File: src/rtl/bfc_pkg.sv
package bfc_pkg;
  localparam int STAT_W      = 8;
  localparam int BIT_INSTR   = 0;
  localparam int BIT_PREC    = 1;
  localparam int BIT_IMPREC  = 2;
  localparam int BIT_UNSTK   = 3;
  localparam int BIT_AVALID  = 7;
  localparam logic [STAT_W-1:0] STAT_IMPL = 8'h8F;
  localparam int OFS_STATUS  = 0;
  localparam int OFS_ADDR    = 1;
endpackage

File: src/rtl/bfc_slot_tracker.sv
module bfc_slot_tracker #(
  parameter int SLOTS  = 4,
  parameter int SLOT_W = 2
) (
  input  logic              clk,
  input  logic              rst,
  input  logic              pf_err_valid,
  input  logic [SLOT_W-1:0] pf_err_slot,
  input  logic [SLOTS-1:0]  flush_mask,
  input  logic              iss_valid,
  input  logic [SLOT_W-1:0] iss_slot,
  output logic              issue_hit,
  output logic [SLOTS-1:0]  marks
);
  for (genvar g = 0; g < SLOTS; g++) begin : g_slot
    logic drop, mark_new;
    assign drop     = flush_mask[g] || (iss_valid && (iss_slot == SLOT_W'(g)));
    assign mark_new = pf_err_valid && (pf_err_slot == SLOT_W'(g));
    always_ff @(posedge clk) begin
      if (rst)           marks[g] <= 1'b0;
      else if (mark_new) marks[g] <= 1'b1;
      else if (drop)     marks[g] <= 1'b0;
    end
  end

  always_comb begin
    issue_hit = 1'b0;
    for (int i = 0; i < SLOTS; i++)
      if (iss_valid && (iss_slot == SLOT_W'(i)) && marks[i] && !flush_mask[i])
        issue_hit = 1'b1;
  end
endmodule

File: src/rtl/bfc_imprecise_gate.sv
module bfc_imprecise_gate #(
  parameter int PRIO_W = 8
) (
  input  logic              clk,
  input  logic              rst,
  input  logic              di_err_valid,
  input  logic [PRIO_W-1:0] exec_prio,
  input  logic [PRIO_W-1:0] bf_prio,
  output logic              pending_q,
  output logic              activate
);
  assign activate = pending_q && (exec_prio > bf_prio);

  always_ff @(posedge clk) begin
    if (rst)               pending_q <= 1'b0;
    else if (di_err_valid) pending_q <= 1'b1;
    else if (activate)     pending_q <= 1'b0;
  end
endmodule

File: src/rtl/bfc_regs.sv
module bfc_regs
  import bfc_pkg::*;
#(
  parameter int ADDR_W = 32,
  parameter int DATA_W = 32,
  parameter int REG_AW = 2
) (
  input  logic              clk,
  input  logic              rst,
  input  logic [STAT_W-1:0] set_vec,
  input  logic              load_addr,
  input  logic [ADDR_W-1:0] load_val,
  input  logic              wr,
  input  logic [REG_AW-1:0] addr,
  input  logic [DATA_W-1:0] wdata,
  output logic [STAT_W-1:0] status_q,
  output logic [ADDR_W-1:0] faddr_q,
  output logic [DATA_W-1:0] rdata_q
);
  logic [STAT_W-1:0] clr;
  logic [DATA_W-1:0] rd_mux;
  logic              unused_wdata_hi;

  assign unused_wdata_hi = ^wdata[DATA_W-1:STAT_W];
  assign clr = (wr && addr == REG_AW'(OFS_STATUS)) ? wdata[STAT_W-1:0] : '0;

  always_ff @(posedge clk) begin
    if (rst) begin
      status_q <= '0;
      faddr_q  <= '0;
    end else begin
      status_q <= ((status_q & ~clr) | set_vec) & STAT_IMPL;
      if (load_addr) faddr_q <= load_val;
    end
  end

  always_comb begin
    rd_mux = '0;
    if (addr == REG_AW'(OFS_STATUS))    rd_mux[STAT_W-1:0] = status_q;
    else if (addr == REG_AW'(OFS_ADDR)) rd_mux[ADDR_W-1:0] = faddr_q;
  end

  always_ff @(posedge clk) begin
    if (rst) rdata_q <= '0;
    else     rdata_q <= rd_mux;
  end
endmodule

File: src/rtl/bus_fault_capture.sv
module bus_fault_capture
  import bfc_pkg::*;
#(
  parameter int SLOTS  = 4,
  parameter int ADDR_W = 32,
  parameter int DATA_W = 32,
  parameter int PRIO_W = 8,
  parameter int REG_AW = 2,
  localparam int SLOT_W = (SLOTS > 1) ? $clog2(SLOTS) : 1
) (
  input  logic              clk,
  input  logic              rst,
  input  logic              pf_err_valid,
  input  logic [SLOT_W-1:0] pf_err_slot,
  input  logic [SLOTS-1:0]  flush_mask,
  input  logic              iss_valid,
  input  logic [SLOT_W-1:0] iss_slot,
  input  logic              dp_err_valid,
  input  logic [ADDR_W-1:0] dp_err_addr,
  input  logic              di_err_valid,
  input  logic              us_err_valid,
  input  logic [PRIO_W-1:0] exec_prio,
  input  logic [PRIO_W-1:0] bf_prio,
  input  logic              reg_wr,
  input  logic [REG_AW-1:0] reg_addr,
  input  logic [DATA_W-1:0] reg_wdata,
  output logic [DATA_W-1:0] reg_rdata,
  output logic              fault_pending,
  output logic              fault_active,
  output logic              sp_hold
);
  logic              issue_hit, imp_activate;
  logic [SLOTS-1:0]  slot_marks;
  logic [STAT_W-1:0] set_vec, status_q;
  logic [ADDR_W-1:0] faddr_q;

  bfc_slot_tracker #(.SLOTS(SLOTS), .SLOT_W(SLOT_W)) u_slots (
    .clk(clk), .rst(rst),
    .pf_err_valid(pf_err_valid), .pf_err_slot(pf_err_slot),
    .flush_mask(flush_mask),
    .iss_valid(iss_valid), .iss_slot(iss_slot),
    .issue_hit(issue_hit), .marks(slot_marks)
  );

  bfc_imprecise_gate #(.PRIO_W(PRIO_W)) u_imp (
    .clk(clk), .rst(rst),
    .di_err_valid(di_err_valid),
    .exec_prio(exec_prio), .bf_prio(bf_prio),
    .pending_q(fault_pending), .activate(imp_activate)
  );

  always_comb begin
    set_vec              = '0;
    set_vec[BIT_INSTR]   = issue_hit;
    set_vec[BIT_PREC]    = dp_err_valid;
    set_vec[BIT_IMPREC]  = di_err_valid;
    set_vec[BIT_UNSTK]   = us_err_valid;
    set_vec[BIT_AVALID]  = dp_err_valid;
  end

  bfc_regs #(.ADDR_W(ADDR_W), .DATA_W(DATA_W), .REG_AW(REG_AW)) u_regs (
    .clk(clk), .rst(rst),
    .set_vec(set_vec),
    .load_addr(dp_err_valid), .load_val(dp_err_addr),
    .wr(reg_wr), .addr(reg_addr), .wdata(reg_wdata),
    .status_q(status_q), .faddr_q(faddr_q), .rdata_q(reg_rdata)
  );

  always_ff @(posedge clk) begin
    if (rst) begin
      fault_active <= 1'b0;
      sp_hold      <= 1'b0;
    end else begin
      fault_active <= dp_err_valid || us_err_valid || issue_hit || imp_activate;
      sp_hold      <= us_err_valid;
    end
  end
endmodule

File: config.mk
export PLATFORM = sky130hd
export DESIGN_NAME = bus_fault_capture
export DESIGN_NICKNAME = d
export VERILOG_FILES = /design/src/rtl/bfc_pkg.sv /design/src/rtl/bfc_slot_tracker.sv /design/src/rtl/bfc_imprecise_gate.sv /design/src/rtl/bfc_regs.sv /design/src/rtl/bus_fault_capture.sv
export SDC_FILE = /design/constraint.sdc
export NUM_CORES = 1
export LEC_CHECK = 0
export BUFFER_PORTS_ARGS = -buffer_cell sky130_fd_sc_hd__buf_4
export CORE_MARGIN = 5
export CORE_UTILIZATION = 43
export CTS_BUF_LIST = sky130_fd_sc_hd__clkbuf_8
export CTS_CLUSTER_DIAMETER = 100
export DETAILED_ROUTE_END_ITERATION = 10
export PLACE_DENSITY = 0.86
export SYNTH_ARGS = -nofsm -noshare
export SYNTH_HDL_FRONTEND = slang
export SYNTH_SLANG_ARGS = --single-unit
File: constraint.sdc
create_clock -name clk -period 1.1 [get_ports clk]
set_input_delay 0.22 -clock clk [delete_from_list [all_inputs] [get_ports clk]]
set_output_delay 0.22 -clock clk [all_outputs]
set_load 0.1 [all_outputs]
Yosys cells after proc, flatten, opt, wreduce, memory -nomap -nowiden --
Index checks and enable logic that the tools add are counted.
Word-level totals: register bits after elaboration 79, bits of input ports 98, output and inout bits 35, word-level logic and storage cells 79
Cells by class: magnitude comparators 1, equality and inequality tests 7, muxes and demuxes 17, bitwise operators 4, reductions and logical operators 38
Operator list (count):
- two-way mux 8 bit | 3
- logical AND 1 bit | 18
- two-way mux 1 bit | 14
- nonzero test 2 bit | 5
- bitwise AND 8 bit | 1
- equality test 2 bit, second input constant | 4
- > comparator 8 bit | 1
- NOT 8 bit | 1
- bitwise OR 8 bit | 1
- logical OR 1 bit | 7
- equality test 2 x 1 -> 1 bit, second input constant | 3
- logical NOT 2 bit | 3
- logical NOT 1 bit | 4
- OR reduction 3 bit | 1
- NOT 1 bit | 1

Longest topological paths before layout --
depth in word-level cells 10, gate-level depth with buffers 7

By module --
A second synthesis with hierarchy kept.
Unflattened totals: cell total of the unflattened synthesis 269, area total of the unflattened synthesis 2851.5 sq um
Modules (own cells, without submodules):
- bfc_regs | times used 1, cells each 203, area an instance 2296.0 sq um, sequential area each 1381.3 sq um
- bfc_imprecise_gate | times used 1, cells each 33, area an instance 267.8 sq um, sequential area each 20.0 sq um
- bfc_slot_tracker | times used 1, cells each 27, area an instance 227.7 sq um, sequential area each 80.1 sq um
- bus_fault_capture | times used 1, cells each 6, area an instance 60.1 sq um, sequential area each 40.0 sq um

Least setup slack after synthesis --
No wires, ideal clock.
path kind register -> register, start point reg u_imp.pending_q, end point reg fault_active, setup time 0.076 ns, arrival time 1.230 ns, path slack -0.206 ns, stages on the path, launching flop included 3, path through dfxtp_1 -> nand2b_1 -> o22ai_1
On the way: word-level cells in the longest chain between the ends 2
Ends and longest elaborated chain:
- start, declared | RTL line bfc_imprecise_gate.sv:9 | output logic pending_q,
- start signal, assigned | RTL line bfc_imprecise_gate.sv:15 | if (rst) pending_q <= 1'b0;
- start signal, assigned | RTL line bfc_imprecise_gate.sv:16 | else if (di_err_valid) pending_q <= 1'b1;
- start signal, assigned | RTL line bfc_imprecise_gate.sv:17 | else if (activate) pending_q <= 1'b0;
- logical AND 1 bit | RTL line bfc_imprecise_gate.sv:12 | assign activate = pending_q && (exec_prio > bf_prio);
- logical OR 1 bit | RTL line bus_fault_capture.sv:74 | fault_active <= dp_err_valid || us_err_valid || issue_hit || imp_activate;
- end signal, assigned | RTL line bus_fault_capture.sv:74
- end, declared | RTL line bus_fault_capture.sv:29 | output logic fault_active,
No other way between the ends. A chain may end at the register's enable or synchronous reset.

Final worst setup path --
start point reg u_slots.marks[0], end point reg fault_active
On the way: word-level cells in the longest chain between the ends 8
Ends and longest elaborated chain:
- start, declared | RTL line bfc_slot_tracker.sv:13 | output logic [SLOTS-1:0] marks
- start signal, assigned by index | RTL line bfc_slot_tracker.sv:20 | if (rst) marks[g] <= 1'b0;
- start signal, assigned by index | RTL line bfc_slot_tracker.sv:21 | else if (mark_new) marks[g] <= 1'b1;
- start signal, assigned by index | RTL line bfc_slot_tracker.sv:22 | else if (drop) marks[g] <= 1'b0;
- logical AND 1 bit (2 in a row) | RTL line bfc_slot_tracker.sv:29 | if (iss_valid && (iss_slot == SLOT_W'(i)) && marks[i] && !flush_mask[i])
- two-way mux 1 bit (4 in a row) | RTL line bfc_slot_tracker.sv:29
- logical OR 1 bit (2 in a row) | RTL line bus_fault_capture.sv:74
No other way between the ends.

==> run summary <==
total gr overflow -> 0
largest net degree at the start of global routing -> 36
GP Congestion -> 0.843
Syn Std Cell Area -> 2770 sq um
Die Span Y -> 90.2 microns
CTS Root Cell -> clkbuf_8
Final nets -> 486
Max clock buf depth -> 2
maximum VDD drop -> 0.00135 V
DP Worst Slack -> -0.315 ns
final HPWL from detailed placement -> 4.94 mm
initial antenna violation count -> 0
leading cell type in the layout, fill and taps excluded -> buf_4
core area -> 6310 sq um
H-tree Lvls -> 3
commonest non-fill, non-tap cells in the layout -> buf_4 (77), nor2_1 (44), dfxtp_1 (40)
Layout area overhead -> 61.6%
layout cells sized above 1 -> 46.5%
status -> finished, violations left
clock-pin transition on the worst setup and hold timing paths -> 0.08 ns
worst hold path type -> in -> reg
min-delay src -> dp_err_addr[31]
Period minus WS final -> 1.14 ns
Clock Latency Late Sink -> 0.34 ns
DIE AREA -> 8140 sq um
number of synthesis warnings -> 0
post-route insts no fill -> 462
sequential cell area fraction in the yosys report -> 55.0%
Hold WS -> 0.110 ns
via count -> 2,223
Gate Count Post-Synth -> 267
Final Total Pwr -> 6.38 mW
Avg Inst Size Synth -> 10.4 sq um
clk_skew -> 0.00853 ns
count of pins over their slew limit -> 0
initial DRC count -> 68
worst slew pin tran -> 0.606 ns
clock sink count -> 76
dpl cells -> 446
Final WS setup -> -0.0440 ns
flop and latch count out of synthesis -> 76
final setup fails -> 2
CP max FO -> 2
synth unique cells -> 30
Slew HR -> 59.6%
clock tree from TritonCTS -> built
Inserted Diodes -> 0
Setup crit start kind -> flip-flop
DRC viols -> 0
aggregate global-route resource usage -> 17.3%
router iterations before antenna repair -> 4
crit path kind -> reg -> reg
Worst EP arrival -> 1.36 ns
Crit. End Element -> flip-flop
Reg2Reg Setup Slack -> -0.04 ns
Hold Fails Final Rpt -> 0
Pwr Density -> 1430 nW/um^2
failing checks -> negative setup slack
global-route wire length before repair -> 11.4 mm
vias per cell -> 4.81
vias in the first global route -> 2,389
LEAKAGE -> 2.05 nW
Post-Route WL -> 6.88 mm
I/O Pins -> 133
Die W -> 90.2 microns
Rows -> 29
Req. time, crit path -> 1.32 ns
achievable frequency -> 0.874 GHz
max cap viols -> 0
WL/cell -> 14.9 microns
IO Port Bufs -> 105
# fillers -> 473
CP startpoint -> u_slots.marks[0]
DRT antenna net count -> 0
cts bufs inserted -> 9
period utilization -> 104%
r2r startpoint -> u_slots.marks[0]
RSZ-0062 raised after global routing -> true
Syn Nets -> 373
Initial Util -> 43.8%
## stage by stage
stage	utilization, %	setup TNS, ns	instance area [sq um]
6_report	70.8	-0.0561	4470
5_1_grt	70.8	-0.689	4470
4_1_cts	70.3	-0.0822	4440
3_5_place_dp	59.7	-2.02	3770
3_3_place_gp	59.7	-1.27	3770
2_1_floorplan	-	-0.112	2860
## routing by layer
| metal | vias up | GRT usage, % | share of wire, % |
|---|---|---|---|
| met5 | - | 0 | 0 |
| met4 | 0 | 5.83 | 1.1 |
| met3 | 8 | 6.93 | 6.6 |
| met2 | 71 | 31.5 | 56 |
| met1 | 1039 | 17.7 | 37 |
| li1 | 1105 | - | - |
## critical path, cell delays in order, from the launching register on
cell and delay (ns):
dfxtp_2 0.32, nor3b_2 0.15, a211oi_2 0.23, a21oi_2 0.07, a211oi_2 0.17, o22ai_1 0.08
## flip-flops by register name, indices dropped and copies added (netlist names)
name             count
u_regs.faddr_q      32
fault_active         1
u_slots.marks        4
sp_hold              1
u_regs.status_q      5
u_regs.rdata_q      32
u_imp.pending_q      1
## final timing paths
| check | end | cells past startpoint |
|---|---|---|
| worst min-delay path | u_regs.faddr_q[31] | 3 |
| worst max-delay path | fault_active | 5 |
| worst min register to register | u_regs.rdata_q[8] | 1 |
| worst max register to register | fault_active | 5 |
## layout make-up
| type | count | area [sq um] | share of cell area, % |
|---|---|---|---|
| Multi-Input combinational cell | 164 | 1170 | 26.1 |
| Clock buffer | 9 | 124 | 2.77 |
| Timing Repair Buffer | 115 | 1340 | 29.9 |
| Sequential cell | 76 | 1570 | 35.0 |
| Tap cell | 77 | 96.3 | 2.15 |
| Inverter | 14 | 65.1 | 1.45 |
| Clock inverter | 7 | 116 | 2.60 |
## what timing repair did
action | CTS | global route
setup buffers | 0 | 0
resized for setup | 104 | 7
endpoints found under the setup margin | 37 | 38
hold buffers | 0 | 0
cloned | 0 | 0
pin swaps | 3 | 1
## Yosys cell counts
library cell	n	area, sq um
nor2_8	1	20.0
o31ai_1	1	7.51
or2_2	1	6.26
mux2_2	1	11.3
or3b_2	1	8.76
buf_2	5	25.0
clkbuf_1	4	15.0
nor2b_1	3	18.8
a31oi_1	4	25.0
nand3b_1	1	7.51
o21a_1	1	7.51
o21ai_0	2	10.0
o211ai_1	1	7.51
mux2i_1	37	370
o22ai_1	2	12.5
ha_1	8	100
o311ai_0	1	8.76
nand2_1	6	22.5
inv_1	14	52.6
or2_1	1	6.26
a22oi_1	1	7.51
buf_6	4	45.0
nor3b_1	2	15.0
a21oi_1	11	55.1
nor2_1	44	165
nand4_1	2	12.5
nand2b_1	3	18.8
and2_1	27	169
dfxtp_1	76	1520
a211oi_1	2	15.0
## logic make-up (layout without fill, tap and decap cells)
logic type,after synthesis,count (layout),synth area share [%]
AOI/OAI and AO/OA,26,26,5.65
adders and majority gates,8,8,3.62
muxes,38,38,13.8
buffers and inverters,27,145,4.97
DFF,76,76,55.0
and+or+nand+nor,92,92,17.0
## report_power, final
group          internal (mW)  switching [mW]  total (mW)
Clock                   1.50           0.997        2.50
Combinational          0.456           0.488       0.944
Sequential              2.87          0.0658        2.94
Total                   4.83            1.55        6.38
Power figures use the tool's default switching activity.
